===== src/rtl/msg_clamp_pkg.sv =====
package msg_clamp_pkg;

  // Number of comparator levels needed to reduce n values to one.
  function automatic int clamp_levels(input int n);
    int lv;
    lv = 0;
    while ((1 << lv) < n) lv++;
    return lv;
  endfunction

  // Edge count from input to output: tree levels, offset stage, cap stage.
  function automatic int clamp_latency(input int n);
    return clamp_levels(n) + 2;
  endfunction

endpackage


===== src/rtl/msg_pipe_delay.sv =====
module msg_pipe_delay #(
  parameter int DEPTH = 1,
  parameter int WIDTH = 1
) (
  input  logic             clk,
  input  logic             rst_n,
  input  logic [WIDTH-1:0] d_i,
  output logic [WIDTH-1:0] q_o
);

  if (DEPTH == 0) begin : g_wire
    assign q_o = d_i;
  end else begin : g_regs
    logic [WIDTH-1:0] stage_q [DEPTH];

    always_ff @(posedge clk or negedge rst_n) begin
      if (!rst_n) begin
        for (int k = 0; k < DEPTH; k++) stage_q[k] <= '0;
      end else begin
        stage_q[0] <= d_i;
        for (int k = 1; k < DEPTH; k++) stage_q[k] <= stage_q[k-1];
      end
    end

    assign q_o = stage_q[DEPTH-1];
  end

endmodule


===== src/rtl/msg_min_tree.sv =====
module msg_min_tree
  import msg_clamp_pkg::*;
#(
  parameter int NPLANE = 5,
  parameter int DW     = 16
) (
  input  logic                       clk,
  input  logic                       rst_n,
  input  logic [NPLANE-1:0][DW-1:0]  leaf_i,
  output logic [DW-1:0]              min_o
);

  localparam int LVLS  = clamp_levels(NPLANE);
  localparam int NLEAF = 1 << LVLS;

  function automatic logic [DW-1:0] pick_min(input logic [DW-1:0] a,
                                             input logic [DW-1:0] b);
    return (b < a) ? b : a;
  endfunction

  logic [DW-1:0] leaf [NLEAF];

  // Leaves past the last real plane hold the largest value so they never win.
  for (genvar gi = 0; gi < NLEAF; gi++) begin : g_leaf
    if (gi < NPLANE) begin : g_real
      assign leaf[gi] = leaf_i[gi];
    end else begin : g_pad
      assign leaf[gi] = {DW{1'b1}};
    end
  end

  if (LVLS == 0) begin : g_single
    assign min_o = leaf[0];
  end else begin : g_tree
    // Heap order: node h (1..NLEAF-1) is stored at index h-1, root is h = 1.
    logic [DW-1:0] node_q [NLEAF-1];

    for (genvar gn = 1; gn < NLEAF; gn++) begin : g_node
      logic [DW-1:0] lhs;
      logic [DW-1:0] rhs;
      if (2 * gn >= NLEAF) begin : g_from_leaf
        assign lhs = leaf[2*gn - NLEAF];
        assign rhs = leaf[2*gn + 1 - NLEAF];
      end else begin : g_from_node
        assign lhs = node_q[2*gn - 1];
        assign rhs = node_q[2*gn];
      end

      always_ff @(posedge clk or negedge rst_n) begin
        if (!rst_n) node_q[gn-1] <= '0;
        else        node_q[gn-1] <= pick_min(lhs, rhs);
      end
    end

    assign min_o = node_q[0];
  end

endmodule


===== src/rtl/msg_clamp_stage.sv =====
module msg_clamp_stage #(
  parameter int NPLANE = 5,
  parameter int DW     = 16
) (
  input  logic                       clk,
  input  logic                       rst_n,
  input  logic [DW-1:0]              root_min,
  input  logic                       root_valid,
  input  logic [DW-1:0]              d_al,
  input  logic [NPLANE-1:0][DW-1:0]  cand_al,
  output logic [DW-1:0]              offset_min,
  output logic                       offset_valid,
  output logic                       out_valid,
  output logic [NPLANE-1:0][DW-1:0]  out_msg
);

  function automatic logic [DW-1:0] sat_add(input logic [DW-1:0] a,
                                            input logic [DW-1:0] b);
    logic [DW:0] s;
    s = {1'b0, a} + {1'b0, b};
    return s[DW] ? {DW{1'b1}} : s[DW-1:0];
  endfunction

  function automatic logic [DW-1:0] cap(input logic [DW-1:0] v,
                                        input logic [DW-1:0] lim);
    return (v < lim) ? v : lim;
  endfunction

  // Offset stage: raised floor.
  always_ff @(posedge clk or negedge rst_n) begin
    if (!rst_n) begin
      offset_min   <= '0;
      offset_valid <= 1'b0;
    end else begin
      offset_min   <= sat_add(root_min, d_al);
      offset_valid <= root_valid;
    end
  end

  // Cap stage: each plane limited by the raised floor.
  for (genvar gp = 0; gp < NPLANE; gp++) begin : g_cap
    always_ff @(posedge clk or negedge rst_n) begin
      if (!rst_n) out_msg[gp] <= '0;
      else        out_msg[gp] <= cap(cand_al[gp], offset_min);
    end
  end

  always_ff @(posedge clk or negedge rst_n) begin
    if (!rst_n) out_valid <= 1'b0;
    else        out_valid <= offset_valid;
  end

endmodule


===== src/rtl/msg_clamp_unit.sv =====
module msg_clamp_unit
  import msg_clamp_pkg::*;
#(
  parameter int NPLANE = 5,
  parameter int DW     = 16
) (
  input  logic                      clk,
  input  logic                      rst_n,
  input  logic                      in_valid,
  input  logic [NPLANE-1:0][DW-1:0] in_cand,
  input  logic [DW-1:0]             trunc_d,
  output logic                      out_valid,
  output logic [NPLANE-1:0][DW-1:0] out_msg
);

  localparam int LVLS = clamp_levels(NPLANE);
  localparam int LAT  = clamp_latency(NPLANE);

  // Named internal events, observed by the bound checker.
  logic [DW-1:0]              root_min;
  logic                       root_valid;
  logic [DW-1:0]              d_al;
  logic [DW-1:0]              offset_min;
  logic                       offset_valid;
  logic [NPLANE*DW-1:0]       cand_flat_in;
  logic [NPLANE*DW-1:0]       cand_flat_dly;
  logic [NPLANE-1:0][DW-1:0]  cand_al;

  assign cand_flat_in = in_cand;
  assign cand_al      = cand_flat_dly;

  msg_min_tree #(.NPLANE(NPLANE), .DW(DW)) u_tree (
    .clk    (clk),
    .rst_n  (rst_n),
    .leaf_i (in_cand),
    .min_o  (root_min)
  );

  // Constant follows its vector through the tree levels.
  msg_pipe_delay #(.DEPTH(LVLS), .WIDTH(DW)) u_d_dly (
    .clk   (clk),
    .rst_n (rst_n),
    .d_i   (trunc_d),
    .q_o   (d_al)
  );

  msg_pipe_delay #(.DEPTH(LVLS), .WIDTH(1)) u_vld_dly (
    .clk   (clk),
    .rst_n (rst_n),
    .d_i   (in_valid),
    .q_o   (root_valid)
  );

  // Candidates wait for the tree and the offset stage.
  msg_pipe_delay #(.DEPTH(LVLS + 1), .WIDTH(NPLANE * DW)) u_cand_dly (
    .clk   (clk),
    .rst_n (rst_n),
    .d_i   (cand_flat_in),
    .q_o   (cand_flat_dly)
  );

  msg_clamp_stage #(.NPLANE(NPLANE), .DW(DW)) u_stage (
    .clk          (clk),
    .rst_n        (rst_n),
    .root_min     (root_min),
    .root_valid   (root_valid),
    .d_al         (d_al),
    .cand_al      (cand_al),
    .offset_min   (offset_min),
    .offset_valid (offset_valid),
    .out_valid    (out_valid),
    .out_msg      (out_msg)
  );

  if (LAT < 2) begin : g_bad_lat
    initial $error("latency below two stages");
  end

endmodule


===== config.mk =====
export PLATFORM = sky130hd
export DESIGN_NAME = msg_clamp_unit
export DESIGN_NICKNAME = d
export VERILOG_FILES = /design/src/rtl/msg_clamp_pkg.sv /design/src/rtl/msg_pipe_delay.sv /design/src/rtl/msg_min_tree.sv /design/src/rtl/msg_clamp_stage.sv /design/src/rtl/msg_clamp_unit.sv
export SDC_FILE = /design/constraint.sdc
export NUM_CORES = 1
export LEC_CHECK = 0
export BUFFER_PORTS_ARGS = -buffer_cell sky130_fd_sc_hd__clkbuf_2
export CORE_ASPECT_RATIO = 0.9
export CORE_MARGIN = 2
export CORE_UTILIZATION = 50
export CTS_CLUSTER_DIAMETER = 40
export DETAILED_ROUTE_END_ITERATION = 6
export GPL_TIMING_DRIVEN = 0
export PLACE_DENSITY = 0.81
export SLEW_MARGIN = 25
export SYNTH_ARGS = -nofsm -noshare
export SYNTH_HDL_FRONTEND = slang
export SYNTH_HIERARCHICAL = 1
export SYNTH_SLANG_ARGS = --single-unit

===== constraint.sdc =====
create_clock -name clk -period 2.9 [get_ports clk]
set_clock_uncertainty 0.05 [all_clocks]
set_input_delay 0.29 -clock clk [delete_from_list [all_inputs] [get_ports clk]]
set_output_delay 0.29 -clock clk [all_outputs]
set_load 0.03 [all_outputs]

After elaboration in Yosys (flattened, before gate mapping) --
Cells that the tools add are included.
Word-level totals: flip-flop bits (word level) 566, bits in latches 0, bits in writable memories 0, bits in read-only memories 0, input bits 99, output and inout bits 81, logic and storage cells 49, memories kept 0
Cells by class: $add $sub $neg 1, $mul 0, divide/modulo/power cells 0, order comparisons 11, eq/ne operators 0, shift operators 0, muxes and demuxes 12, bitwise logic cells 0, reduce and logical (&&, ||, !) cells 0
Operators with widths (number):
- 2-to-1 mux 16 bit | 12
- < comparator 16 bit | 10
- adder 16 x 16 -> 17 bit | 1
- < comparator 16 bit, first input constant | 1

Logic depth before layout (Yosys ltp) --
Gate-level depths: netlist of the first run.
depth after elaboration 2, gate-level depth with buffers 10, mapped depth without buffers 8

Hierarchy --
Netlist of the first run, hierarchy kept.
By module, submodules not included:
- msg_pipe_delay at u_cand_dly | times used 1, cells an instance 400, area each 8608.3 µm², seq. area each 8007.7 µm²
- msg_clamp_stage | times used 1, cells an instance 490, area each 5823.1 µm², seq. area each 2452.4 µm²
- msg_min_tree | times used 1, cells an instance 434, area each 5445.2 µm², seq. area each 2427.3 µm²
- msg_pipe_delay at u_d_dly | times used 1, cells an instance 64, area each 1321.3 µm², seq. area each 1201.2 µm²
- msg_pipe_delay at u_vld_dly | times used 1, cells an instance 3, area each 75.1 µm², seq. area each 75.1 µm²

Least setup slack after synthesis of the first run --
Ideal clock, no wire load.
path type reg2reg, from register, netlist name u_tree/g_tree.g_node[3].rhs[0], to register u_tree.g_tree.node_q, in the netlist u_tree/g_tree.g_node[1].rhs[10], setup time 0.125 ns, data arrival time 2.396 ns, required time 2.725 ns, path slack 0.329 ns, cell stages (with the launch flop) 8, buffers on the path 1, period minus slack after synthesis 2.571 ns, cells stage by stage dfrtp_1 -> ha_1 -> a211oi_1 -> nor2_1 -> a311o_1 -> a211oi_4 -> buf_12 -> mux2_4
Between the ends: cells in the longest elaborated chain, start to end 2
Ends and longest elaborated chain:
- < comparator 16 bit | RTL line msg_min_tree.sv:18 | return (b < a) ? b : a;
- 2-to-1 mux 16 bit (*) | RTL line msg_min_tree.sv:18
- end signal, assigned by index | RTL line msg_min_tree.sv:51 | else node_q[gn-1] <= pick_min(lhs, rhs);
- end, declared | RTL line msg_min_tree.sv:36 | logic [DW-1:0] node_q [NLEAF-1];
Every way passes the cells marked *; elsewhere a longest branch is shown, timed or not.

Final worst setup path of the first run --
from register u_stage.offset_min[9], to register u_stage/out_msg[78] in the netlist's numbering
Between the ends: cells in the longest elaborated chain, start to end 2
Ends and longest elaborated chain:
- start, declared | RTL line msg_clamp_stage.sv:11 | output logic [DW-1:0] offset_min,
- start signal, assigned | RTL line msg_clamp_stage.sv:35 | offset_min <= sat_add(root_min, d_al);
- < comparator 16 bit | RTL line msg_clamp_stage.sv:26 | return (v < lim) ? v : lim;
- 2-to-1 mux 16 bit | RTL line msg_clamp_stage.sv:26
- end signal, assigned by index | RTL line msg_clamp_stage.sv:44 | else out_msg[gp] <= cap(cand_al[gp], offset_min);
- end, declared | RTL line msg_clamp_stage.sv:14 | output logic [NPLANE-1:0][DW-1:0] out_msg
No other way between the ends.

==> results of run 1 <==
==> power breakdown <==
part           total (mW)  internal [mW]  switching (mW)
Sequential           9.66           9.00           0.667
Clock                9.01           5.70            3.32
Combinational        6.55           2.62            3.92
Total                25.2           17.3            7.91
==> sequential cells by signal (all words and copies together) (netlist names), 2 cells and up <==
| signal | flops |
|---|---|
| u_tree/g_tree.g_node.rhs | 33 |
| u_d_dly/g_regs.stage_q | 32 |
| u_stage/out_msg | 80 |
| u_vld_dly/g_regs.stage_q | 2 |
| u_tree/min_o | 16 |
| u_cand_dly/q_o | 80 |
| u_d_dly/q_o | 16 |
| u_tree/g_tree.g_node.lhs | 48 |
| u_stage/offset_min | 16 |
| u_cand_dly/g_regs.stage_q | 240 |
==> layout by cell type (no fill, tap or decap), types with 11 or more instances in the layout <==
| master | n |
|---|---|
| a21o_1 | 30 |
| a21oi_1 | 47 |
| and4_1 | 14 |
| buf_4 | 104 |
| bufinv_16 | 11 |
| clkbuf_16 | 73 |
| clkbuf_2 | 178 |
| dfrtp_1 | 558 |
| dlygate4sd3_1 | 98 |
| ha_1 | 166 |
| inv_1 | 94 |
| mux2_1 | 30 |
| mux2_2 | 120 |
| nand2_1 | 39 |
| nor2_1 | 12 |
| o21ai_0 | 21 |
==> kinds of logic (layout without fill, tap and decap cells) <==
group / count (synthesis) / in the layout / share of synthesized area
adders and majority gates: 167 / 167 / 0.0986
and+or+nand+nor: 107 / 107 / 0.0275
buffers and inverters: 210 / 617 / 0.0577
muxes: 160 / 160 / 0.0865
xor gates and xnor gates: 12 / 12 / 0.00494
other: 1 / 2 / 0.000176
AOI/OAI and AO/OA: 168 / 168 / 0.0588
DFF: 566 / 566 / 0.666
==> synth_stat cells (6+ instances only) <==
cell type,number
dfrtp_1,566
ha_1,166
mux2_2,120
inv_1,97
buf_4,96
a21oi_1,51
nand2_1,39
a21o_1,30
mux2_1,30
o21ai_0,28
and4_1,15
nor2_1,12
mux2_4,10
nand4_1,10
nor2b_1,10
a2111oi_2,9
a211oi_1,8
buf_2,8
nand3_1,8
buf_6,7
nand2b_1,6
o221ai_1,6
xnor2_1,6
xor2_1,6
==> metal layers <==
metal / up-vias / wire length [microns]
met2: 377 / 24100
met5: - / 13
met1: 6035 / 18700
li1: 5422 / -
met3: 125 / 2640
met4: 2 / 1930
==> what timing repair did <==
item                                    CTS  global route
endpoints found under the hold margin   195             0
hold buffers                             98             0
endpoints found under the setup margin   61            58
buffers inserted                          3             3
pin swaps                                 0             3
resized for setup                        18            18
==> cell type report <==
class / count / area, sq um / share of cell area
diodes: 1 / 2.50 / 0.0000941
clock inverters: 38 / 539 / 0.0203
flip-flops and latches: 566 / 14200 / 0.533
clock buffers: 80 / 1890 / 0.0712
well taps: 547 / 684 / 0.0257
repair buffers: 289 / 2100 / 0.0788
inverters: 97 / 375 / 0.0141
plain buffers: 113 / 881 / 0.0331
multi-input cells: 615 / 5930 / 0.223
==> worst max-delay path by stage <==
| stage | startpoint | endpoint | slack [ns] |
|---|---|---|---|
| finish | u_stage/offset_min[9]$_DFF_PN0_ | u_stage/out_msg[78]$_DFF_PN0_ | -0.04 |
| global route | u_stage/offset_min[9]$_DFF_PN0_ | u_stage/out_msg[25]$_DFF_PN0_ | -0.07 |
| CTS | u_stage/offset_min[9]$_DFF_PN0_ | u_stage/out_msg[46]$_DFF_PN0_ | 0.02 |
| detailed placement | u_stage/offset_min[2]$_DFF_PN0_ | u_stage/out_msg[78]$_DFF_PN0_ | -0.26 |
| global placement | rst_n | u_d_dly/g_regs.stage_q[42]$_DFF_PN0_ | -10.61 |
| floorplan | u_tree/g_tree.g_node[3].rhs[0]$_DFF_PN0_ | u_tree/g_tree.g_node[1].rhs[10]$_DFF_PN0_ | 0.33 |
==> per-stage QoR <==
stage | setup slack, ns | total power, mW
final | -0.0425 | 25.2
after global routing | -0.0685 | 26.3
after CTS | 0.0163 | 25.2
after detailed placement | -0.258 | 15.8
after global placement | -10.61 | 15.6
after floorplan | 0.329 | 13.7
==> results.toml, run 1 <==
[outcome]
status = "finished with violations"
violations = "design-rule violations, negative setup slack"

[setup_path]
cp_num_cells = 10
worst-path-buf-inv = 3
r2r-end = "u_stage/out_msg[78]$_DFF_PN0_"
cp_max_fo = 10
cp_top_family = "compound AO/OA/AOI/OAI gates"
cp.arrival_ns = 3.33
critical_path.slowest_cell = "dfrtp_2"
critPathMostFrequentCell = "a21o_1"
max_stage_delay_ns = 0.44
crit_chain = "clkinvlp_4 -> ha_1 -> a21o_1 -> a21o_1 -> a221oi_2 -> o21ai_1 -> a21o_1 -> buf_2 -> buf_4 -> mux2_2"
timing.rr.start = "u_stage/offset_min[9]$_DFF_PN0_"
crit_path_end_kind = "flop"
startpoint_type = "flop"
required_ns = 3.28
path_class = "reg2reg"
r2r_cells = 10
rrSetupSlack_ns = -0.04

[grt]
grt.met2_usage = 0.384
grt_pass1_vias = 13200
global_route.usage.met1 = 0.264
grt.total_usage = 0.221
gr-max-usage-layer = "met2"
grt_overflow_total = 0
grt_max_degree = 94
gr-usage-met3 = 0.0526
antenna_found_initial = 3
grt_pass1_wl_microns = 73300

[sta]
setup_viol_count_final = 11
layout_min_cycle_time_ns = 2.94
worstMarginPinSlew_ns = 0.606
holdWs_ns = 0.183
hold_viol = 0
maxSlewHeadroom = 0.595
worst_slack_ns = -0.0425
fmaxAchievable_ghz = 0.340
period_share = 1.01
rsz0062_at_grt = "yes"
finalSetupTns_ns = -0.106
drv_slew = 0

[clock_tree]
clock_tree.root_cell = "clkbuf_16"
numCtsBuffers = 68
clk_latency_ns = 0.58
clk_path_buf_depth = 3
clk_pin_slew_ns = 0.06
cts_num_sinks = 566
cts_tree = "done"
htree_levels = 3

[finish]
final_core_util = 0.634
fin_cells = 2346
final_net_count = 2016
fillers = 2906
drive_above_1_share = 0.327
area_delta_synth_final_pct = 24.9
fin_area_sq_um = 26600

[die]
num_io_pins = 180
core_sq_um = 41900
dieHeight_microns = 200
initial_core_util = 0.507
die-area_sq_um = 44200
die_w_microns = 221
rows = 71

[synth]
synth_edf_count = 0
synthFlopType = "dfrtp_1"
synthTopCellsByArea = "dfrtp_1 (67%), ha_1 (9.8%), mux2_2 (6.4%), buf_4 (3.4%), inv_1 (1.7%)"
yosys.area.top_type = "dfrtp_1"
syn_inst = 1391
syn-num-nets = 1657
postSynthAreaPerCell_sq_um = 15.3
seq_area_frac_synth = 0.666
synth_top_cell_area_share = 0.666
async_reset_ff_frac = 1.00
synth_seq_cells = 566
synth_area_sq_um = 21300
synth.distinct_cells = 51
yosysWarnings = 6

[route]
firstDrtPassIters = 6
antenna_left = 0
dr.first_iter.drc_count = 719
wirelength_microns = 47400
vias = 12000
drt_drc_violations_left = 22
drt-wirelength-per-cell_microns = 20.2
viasPerCell = 5.10

[placement]
dpl_cell_area_sq_um = 23000
gp_congestion = 0.863
place_inst = 2123
io_buffers = 179
dp_hpwl_microns = 31700

[power]
p_per_area_nw_per_um2 = 949
leakagePower_nw = 12.8
ir_drop_uv = 427

[run]
cap_violations = 0

[worst_hold_path]
min-delay-path-class = "in2async"
(Power assumes the default switching activity.)
==> run 2: changes to the inputs <==
--- a/config.mk
+++ b/config.mk
@@ -5,6 +5,7 @@
 export SDC_FILE = /design/constraint.sdc
 export NUM_CORES = 1
 export LEC_CHECK = 0
+export ABC_AREA = 1
 export BUFFER_PORTS_ARGS = -buffer_cell sky130_fd_sc_hd__clkbuf_2
 export CORE_ASPECT_RATIO = 0.9
 export CORE_MARGIN = 2
@@ -12,7 +13,7 @@
 export CTS_CLUSTER_DIAMETER = 40
 export DETAILED_ROUTE_END_ITERATION = 6
 export GPL_TIMING_DRIVEN = 0
-export PLACE_DENSITY = 0.81
+export PLACE_DENSITY = 0.8
 export SLEW_MARGIN = 25
 export SYNTH_ARGS = -nofsm -noshare
 export SYNTH_HDL_FRONTEND = slang
==> run 2 against run 1 <==
Compared with the run above:
- the run now ends clean
- final cell count increased by 25%
- hold slack got worse by 0.15 ns
- count of clock-buffer cells in the layout increased by 2
- maximum frequency increased by 18%
- worst setup slack improved by 0.46 ns
- total power increased by 5.6%
- combinational power increased by 24%
- highest routed layer unchanged
==> results.toml, run 2 <==
[clock_tree]
clk_latency_ns = 0.59
clk_pin_slew_ns = 0.06
cts_num_sinks = 566
htree_levels = 3
cts-hold-fix-buffers = 98
clk_path_buf_depth = 3
clock_tree.root_cell = "clkbuf_16"
cts_tree = "done"
postCtsResizedCells = 0
numCtsBuffers = 67
post_cts_buffers = 0

[placement]
dp_hpwl_microns = 38200
gp_congestion = 0.915
place_inst = 2706
io_buffers = 179

[sta]
maxSlewHeadroom = 0.599
holdWs_ns = 0.0313
rsz0062_at_grt = "no"
drv_slew = 0
setup_viol_count_final = 0
fmaxAchievable_ghz = 0.403
period_share = 0.856
finalSetupTns_ns = 0
hold_viol = 0
layout_min_cycle_time_ns = 2.48
worstMarginPinSlew_ns = 0.601

[synth]
postSynthAreaPerCell_sq_um = 11.5
syn-num-nets = 2187
seq_area_frac_synth = 0.638
synth_most_common_cell = "dfrtp_1"
synth_edf_count = 0
synth_area_sq_um = 22200
syn_inst = 1921
synthTopCellsByCount = "dfrtp_1 (566), nand2_1 (463), ha_1 (166), nand3_1 (162), inv_1 (159)"
yosysWarnings = 6
async_reset_ff_frac = 1.00
synth_seq_cells = 566
synth.distinct_cells = 35
synthFlopType = "dfrtp_1"
yosys.area.top_type = "dfrtp_1"
synth_top_cell_area_share = 0.638
synthTopCellsByArea = "dfrtp_1 (64%), ha_1 (9.4%), nand2_1 (7.8%), nand3_1 (3.7%), buf_4 (3.6%)"

[route]
wirelength_microns = 57400
antenna_left = 0
drt_drc_violations_left = 0
dr.first_iter.drc_count = 1288
drt-wirelength-per-cell_microns = 19.6
viasPerCell = 5.12
vias = 15000
firstDrtPassIters = 7

[die]
rows = 73
dieHeight_microns = 204
num_io_pins = 180
die_w_microns = 226
die-area_sq_um = 46100
initial_core_util = 0.504
core_sq_um = 44000

[setup_path]
startpoint_type = "flop"
crit_path_end_kind = "flop"
cp.arrival_ns = 2.87
path_class = "reg2reg"
crit_chain = "inv_1 -> ha_1 -> a21oi_1 -> nor2_1 -> nor3_1 -> nand2_2 -> nand2_4 -> nand2_4 -> buf_6 -> nand2_1 -> nand2_1"
cp_max_fo = 10
required_ns = 3.29
critical_path.slowest_cell = "dfrtp_1"
max_stage_delay_ns = 0.64

[grt]
global_route.usage.met1 = 0.350
grt_pass1_vias = 15200
gr-max-usage-layer = "met2"
gr-usage-met3 = 0.0443
grt.total_usage = 0.258
grt_pass1_wl_microns = 89000
grt_max_degree = 100
grt.met2_usage = 0.414
antenna_found_initial = 4
grt_overflow_total = 0

[finish]
largest_reg_flops = 240
drive_above_1_share = 0.232
final_cell_mix = "dfrtp_1 (566), nand2_1 (463), clkbuf_2 (178)"
fillers = 3214
fin_cells = 2924
largest_register = "u_cand_dly/g_regs.stage_q"
area_delta_synth_final_pct = 22.9
final_common_cell = "dfrtp_1"
final_net_count = 2539

[power]
leakagePower_nw = 14.3
ir_drop_uv = 426
p_per_area_nw_per_um2 = 977

[worst_hold_path]
min-delay-path-class = "in2async"

[run]
cap_violations = 0

[outcome]
status = "finished, final reports clean"
run 2: cell types whose count changed in the layout (fill, tap and decap cells not counted), moves of 29 or more:
cell / change
nand2_2: +50
a21o_1: -29
mux2_1: -30
nand2_1: +424
nand3_1: +154
mux2_2: -120
inv_1: +65
run 2: metrics by stage:
stage / power, mW / util / worst slack [ns] / area (sq um)
after detailed placement: 17.9 / 0.545 / 0.429 / 24000
final: 26.6 / 0.619 / 0.416 / 27300
after global placement: 17.6 / 0.541 / -10.17 / 23800
after global routing: 27.9 / 0.619 / 0.343 / 27300
after floorplan: 15.2 / - / 0.956 / 22200
after CTS: 26.6 / 0.619 / 0.431 / 27300
run 2: cell families (layout without fill, tap and decap cells):
logic type | Yosys count | in the layout | synth area share
simple gates | 768 | 768 | 0.160
compound gates | 117 | 117 | 0.0314
other cells | 1 | 3 | 0.000169
buf+inv | 296 | 697 | 0.0736
xor+xnor | 6 | 6 | 0.00237
fa+ha+maj | 167 | 167 | 0.0945
flops | 566 | 566 | 0.638
run 2: per-layer routing:
| layer | vias up | part of all wire |
|---|---|---|
| met5 | - | 0.00023 |
| met4 | 2 | 0.038 |
| met3 | 168 | 0.070 |
| met2 | 700 | 0.47 |
| met1 | 7329 | 0.42 |
| li1 | 6766 | - |
run 2: cell type report:
type                    count  area (sq um)  share of cell area
diodes                      2          5.00            0.000184
plain buffers             127           998              0.0366
clock buffers              82          1850              0.0680
clock inverters            36           417              0.0153
inverters                 169           634              0.0233
multi-input cells        1059          6390               0.234
flip-flops and latches    566         14200               0.520
well taps                 600           751              0.0275
repair buffers            283          2050              0.0752
run 2: worst paths after layout:
check	from	to	slack [ns]	cells past startpoint
worst max-delay path	u_stage/offset_min[5]$_DFF_PN0_	u_stage/out_msg[72]$_DFF_PN0_	0.42	11
worst min register to register	u_cand_dly/g_regs.stage_q[145]$_DFF_PN0_	u_cand_dly/q_o[65]$_DFF_PN0_	0.28	0
min in group clk	u_cand_dly/g_regs.stage_q[145]$_DFF_PN0_	u_cand_dly/q_o[65]$_DFF_PN0_	0.28	0
worst min-delay path	rst_n	u_vld_dly/q_o$_DFF_PN0_	0.03	2
max in group asynchronous	rst_n	u_cand_dly/q_o[76]$_DFF_PN0_	0.70	6
worst max register to register	u_stage/offset_min[5]$_DFF_PN0_	u_stage/out_msg[72]$_DFF_PN0_	0.42	11
run 2: critical path, delay by kind of cell, from the launching register on:
family	cells	cell delay, ns
compound gates	1	0.15
buf+inv	2	0.46
fa+ha+maj	1	0.38
flops	1	0.64
simple gates	7	0.67
run 2: power by group:
| group | switching, mW | internal [mW] | total (mW) | leakage, nW |
|---|---|---|---|---|
| sequential | 0.869 | 9.15 | 10.0 | 6.63 |
| combinational | 5.49 | 2.63 | 8.12 | 6.52 |
| clock | 3.48 | 5.02 | 8.50 | 1.12 |
| total | 9.83 | 16.8 | 26.6 | 14.3 |
==> run 3: changes to the inputs <==
--- a/config.mk
+++ b/config.mk
@@ -10,10 +10,12 @@
 export CORE_ASPECT_RATIO = 0.9
 export CORE_MARGIN = 2
 export CORE_UTILIZATION = 50
+export CTS_BUF_LIST = sky130_fd_sc_hd__clkbuf_4
 export CTS_CLUSTER_DIAMETER = 40
 export DETAILED_ROUTE_END_ITERATION = 6
 export GPL_TIMING_DRIVEN = 0
 export PLACE_DENSITY = 0.8
+export RECOVER_POWER = 100
 export SLEW_MARGIN = 25
 export SYNTH_ARGS = -nofsm -noshare
 export SYNTH_HDL_FRONTEND = slang
==> run 3 against run 2 <==
Compared with the run above:
- sequential share of layout area is 1.7 points higher
- routed wire length is 4.4% lower
- via count hardly changed
- first-iteration DRC count is 11% lower
- count of clock-buffer cells in the layout is 116 higher
- utilization is 2.0 points lower
- final cell count is 4.4% higher
- critical path type unchanged
- largest power group unchanged
==> results.toml, run 3 (same netlist as run 2, synthesis figures left out) <==
[outcome]
status = "finished, final reports clean"

[die]
dieHeight_microns = 204
die-area_sq_um = 46100
die_w_microns = 226
rows = 73
num_io_pins = 180
initial_core_util = 0.504
core_sq_um = 44000

[placement]
io_buffers = 179
place_inst = 2706
dp_hpwl_microns = 38200
gp_congestion = 0.915

[power]
ir_drop_uv = 356
leakagePower_nw = 13.6
p_per_area_nw_per_um2 = 919
power.total_mw = 24.2

[sta]
setup_viol_count_final = 0
period_share = 0.949
drv_slew = 0
finalSetupTns_ns = 0
maxSlewHeadroom = 0.167
rsz0062_at_grt = "no"
hold_viol = 0
worstMarginPinSlew_ns = 1.25
layout_min_cycle_time_ns = 2.75
fmaxAchievable_ghz = 0.363

[setup_path]
timing.rr.start = "u_stage/offset_min[5]$_DFF_PN0_"
cp_max_fo = 10
worst-path-buf-inv = 2
r2r_cells = 11
cp_top_family = "simple AND/OR/NAND/NOR gates"
critPathMostFrequentCell = "nand2_1"
cp.arrival_ns = 3.37
required_ns = 3.52
max_stage_delay_ns = 0.63
startpoint_type = "flop"
rrSetupSlack_ns = 0.15
cp_num_cells = 11
r2r-end = "u_stage/out_msg[13]$_DFF_PN0_"
crit_end = "u_stage/out_msg[13]$_DFF_PN0_"
critical_path.slowest_cell = "dfrtp_1"
cp-startpoint = "u_stage/offset_min[5]$_DFF_PN0_"
crit_chain = "inv_1 -> ha_1 -> a21oi_1 -> nor2_1 -> nor3_1 -> nand2_2 -> nand2_1 -> nand2_4 -> clkbuf_2 -> nand2_1 -> nand2_1"
path_class = "reg2reg"
crit_path_end_kind = "flop"

[finish]
largest_reg_flops = 240
area_delta_synth_final_pct = 19.0
final_common_cell = "dfrtp_1"
final_net_count = 2617
final_cell_mix = "dfrtp_1 (566), nand2_1 (474), clkbuf_4 (200)"
largest_register = "u_cand_dly/g_regs.stage_q"
drive_above_1_share = 0.189
fin_cells = 3053

[route]
wl_met1_microns = 23700
antenna_left = 0
viasPerCell = 4.90
wirelength_microns = 54900
vias = 15000
dr.first_iter.drc_count = 1149
met2WireLength_microns = 25900
drt_drc_violations_left = 0
wl_met3_microns = 3650
drt-wirelength-per-cell_microns = 18.0
top_layer_used = "met4"
firstDrtPassIters = 6

[clock_tree]
clk_latency_ns = 0.83
numCtsBuffers = 140
cts-hold-fix-buffers = 103
postCtsResizedCells = 0
cts_num_sinks = 566
clk_pin_slew_ns = 0.08
clk_path_buf_depth = 3
htree_levels = 4
clock_tree.root_cell = "clkbuf_4"
post_cts_buffers = 0
cts_tree = "done"

[grt]
grt_max_degree = 100
grt_pass1_vias = 15400
grt_overflow_total = 0
grt.total_usage = 0.245
antenna_found_initial = 6
grt_pass1_wl_microns = 85000

[run]
cap_violations = 0

[worst_hold_path]
min-delay-path-class = "in2reg"
## run 3: power breakdown
part | switching, mW | internal, mW | leakage [nW]
Combinational | 5.27 | 2.33 | 5.93
Sequential | 0.854 | 9.14 | 6.63
Clock | 3.13 | 3.53 | 1.06
Total | 9.25 | 15.0 | 13.6
## run 3: worst reg2reg max path: cells and delay by family (launching register included)
kind	cells	cell delay, ns
and+or+nand+nor	7	0.91
DFF	1	0.63
buffers and inverters	2	0.52
adders and majority gates	1	0.38
AOI/OAI and AO/OA	1	0.15
## run 3: worst min-delay path by stage
stage / from / end / slack [ns] / depth (start not counted)
after detailed placement: rst_n / u_vld_dly/g_regs.stage_q[1]$_DFF_PN0_ / 0.06 / 1
after CTS: trunc_d[7] / u_d_dly/g_regs.stage_q[39]$_DFF_PN0_ / 0.0004 / 2
after global routing: trunc_d[7] / u_d_dly/g_regs.stage_q[39]$_DFF_PN0_ / 0.03 / 2
final: trunc_d[1] / u_d_dly/g_regs.stage_q[33]$_DFF_PN0_ / 0.06 / 2
after floorplan: rst_n / u_cand_dly/g_regs.stage_q[100]$_DFF_PN0_ / -0.06 / 0
after global placement: u_stage/offset_valid$_DFF_PN0_ / u_stage/out_valid$_DFF_PN0_ / 0.28 / 0
## run 3: cell type report
class / count / area (sq um)
Tap cell: 600 / 751
Clock inverter: 43 / 318
Antenna cell: 3 / 7.51
Buffer: 127 / 923
Sequential cell: 566 / 14200
Multi-Input combinational cell: 1059 / 6250
Timing Repair Buffer: 288 / 1860
Clock buffer: 198 / 1490
Fill cell: 3523 / 17600
Inverter: 169 / 634
## run 3: routing by layer
layer  global-route usage  up-vias
met1                0.332     7225
met5                    0        -
met4                0.103        0
li1                     -     6996
met2                0.387      619
met3               0.0510      129
## run 3: through the flow
stage	hold slack (ns)	util	cell area [sq um]	worst slack, ns
finish	0.0602	0.599	26400	0.147
global route	0.0350	0.599	26400	0.0368
CTS	0.000449	0.610	26800	0.421
detailed placement	0.0578	0.545	24000	0.429
global placement	0.282	0.541	23800	-10.17
floorplan	-0.0556	-	22200	0.956
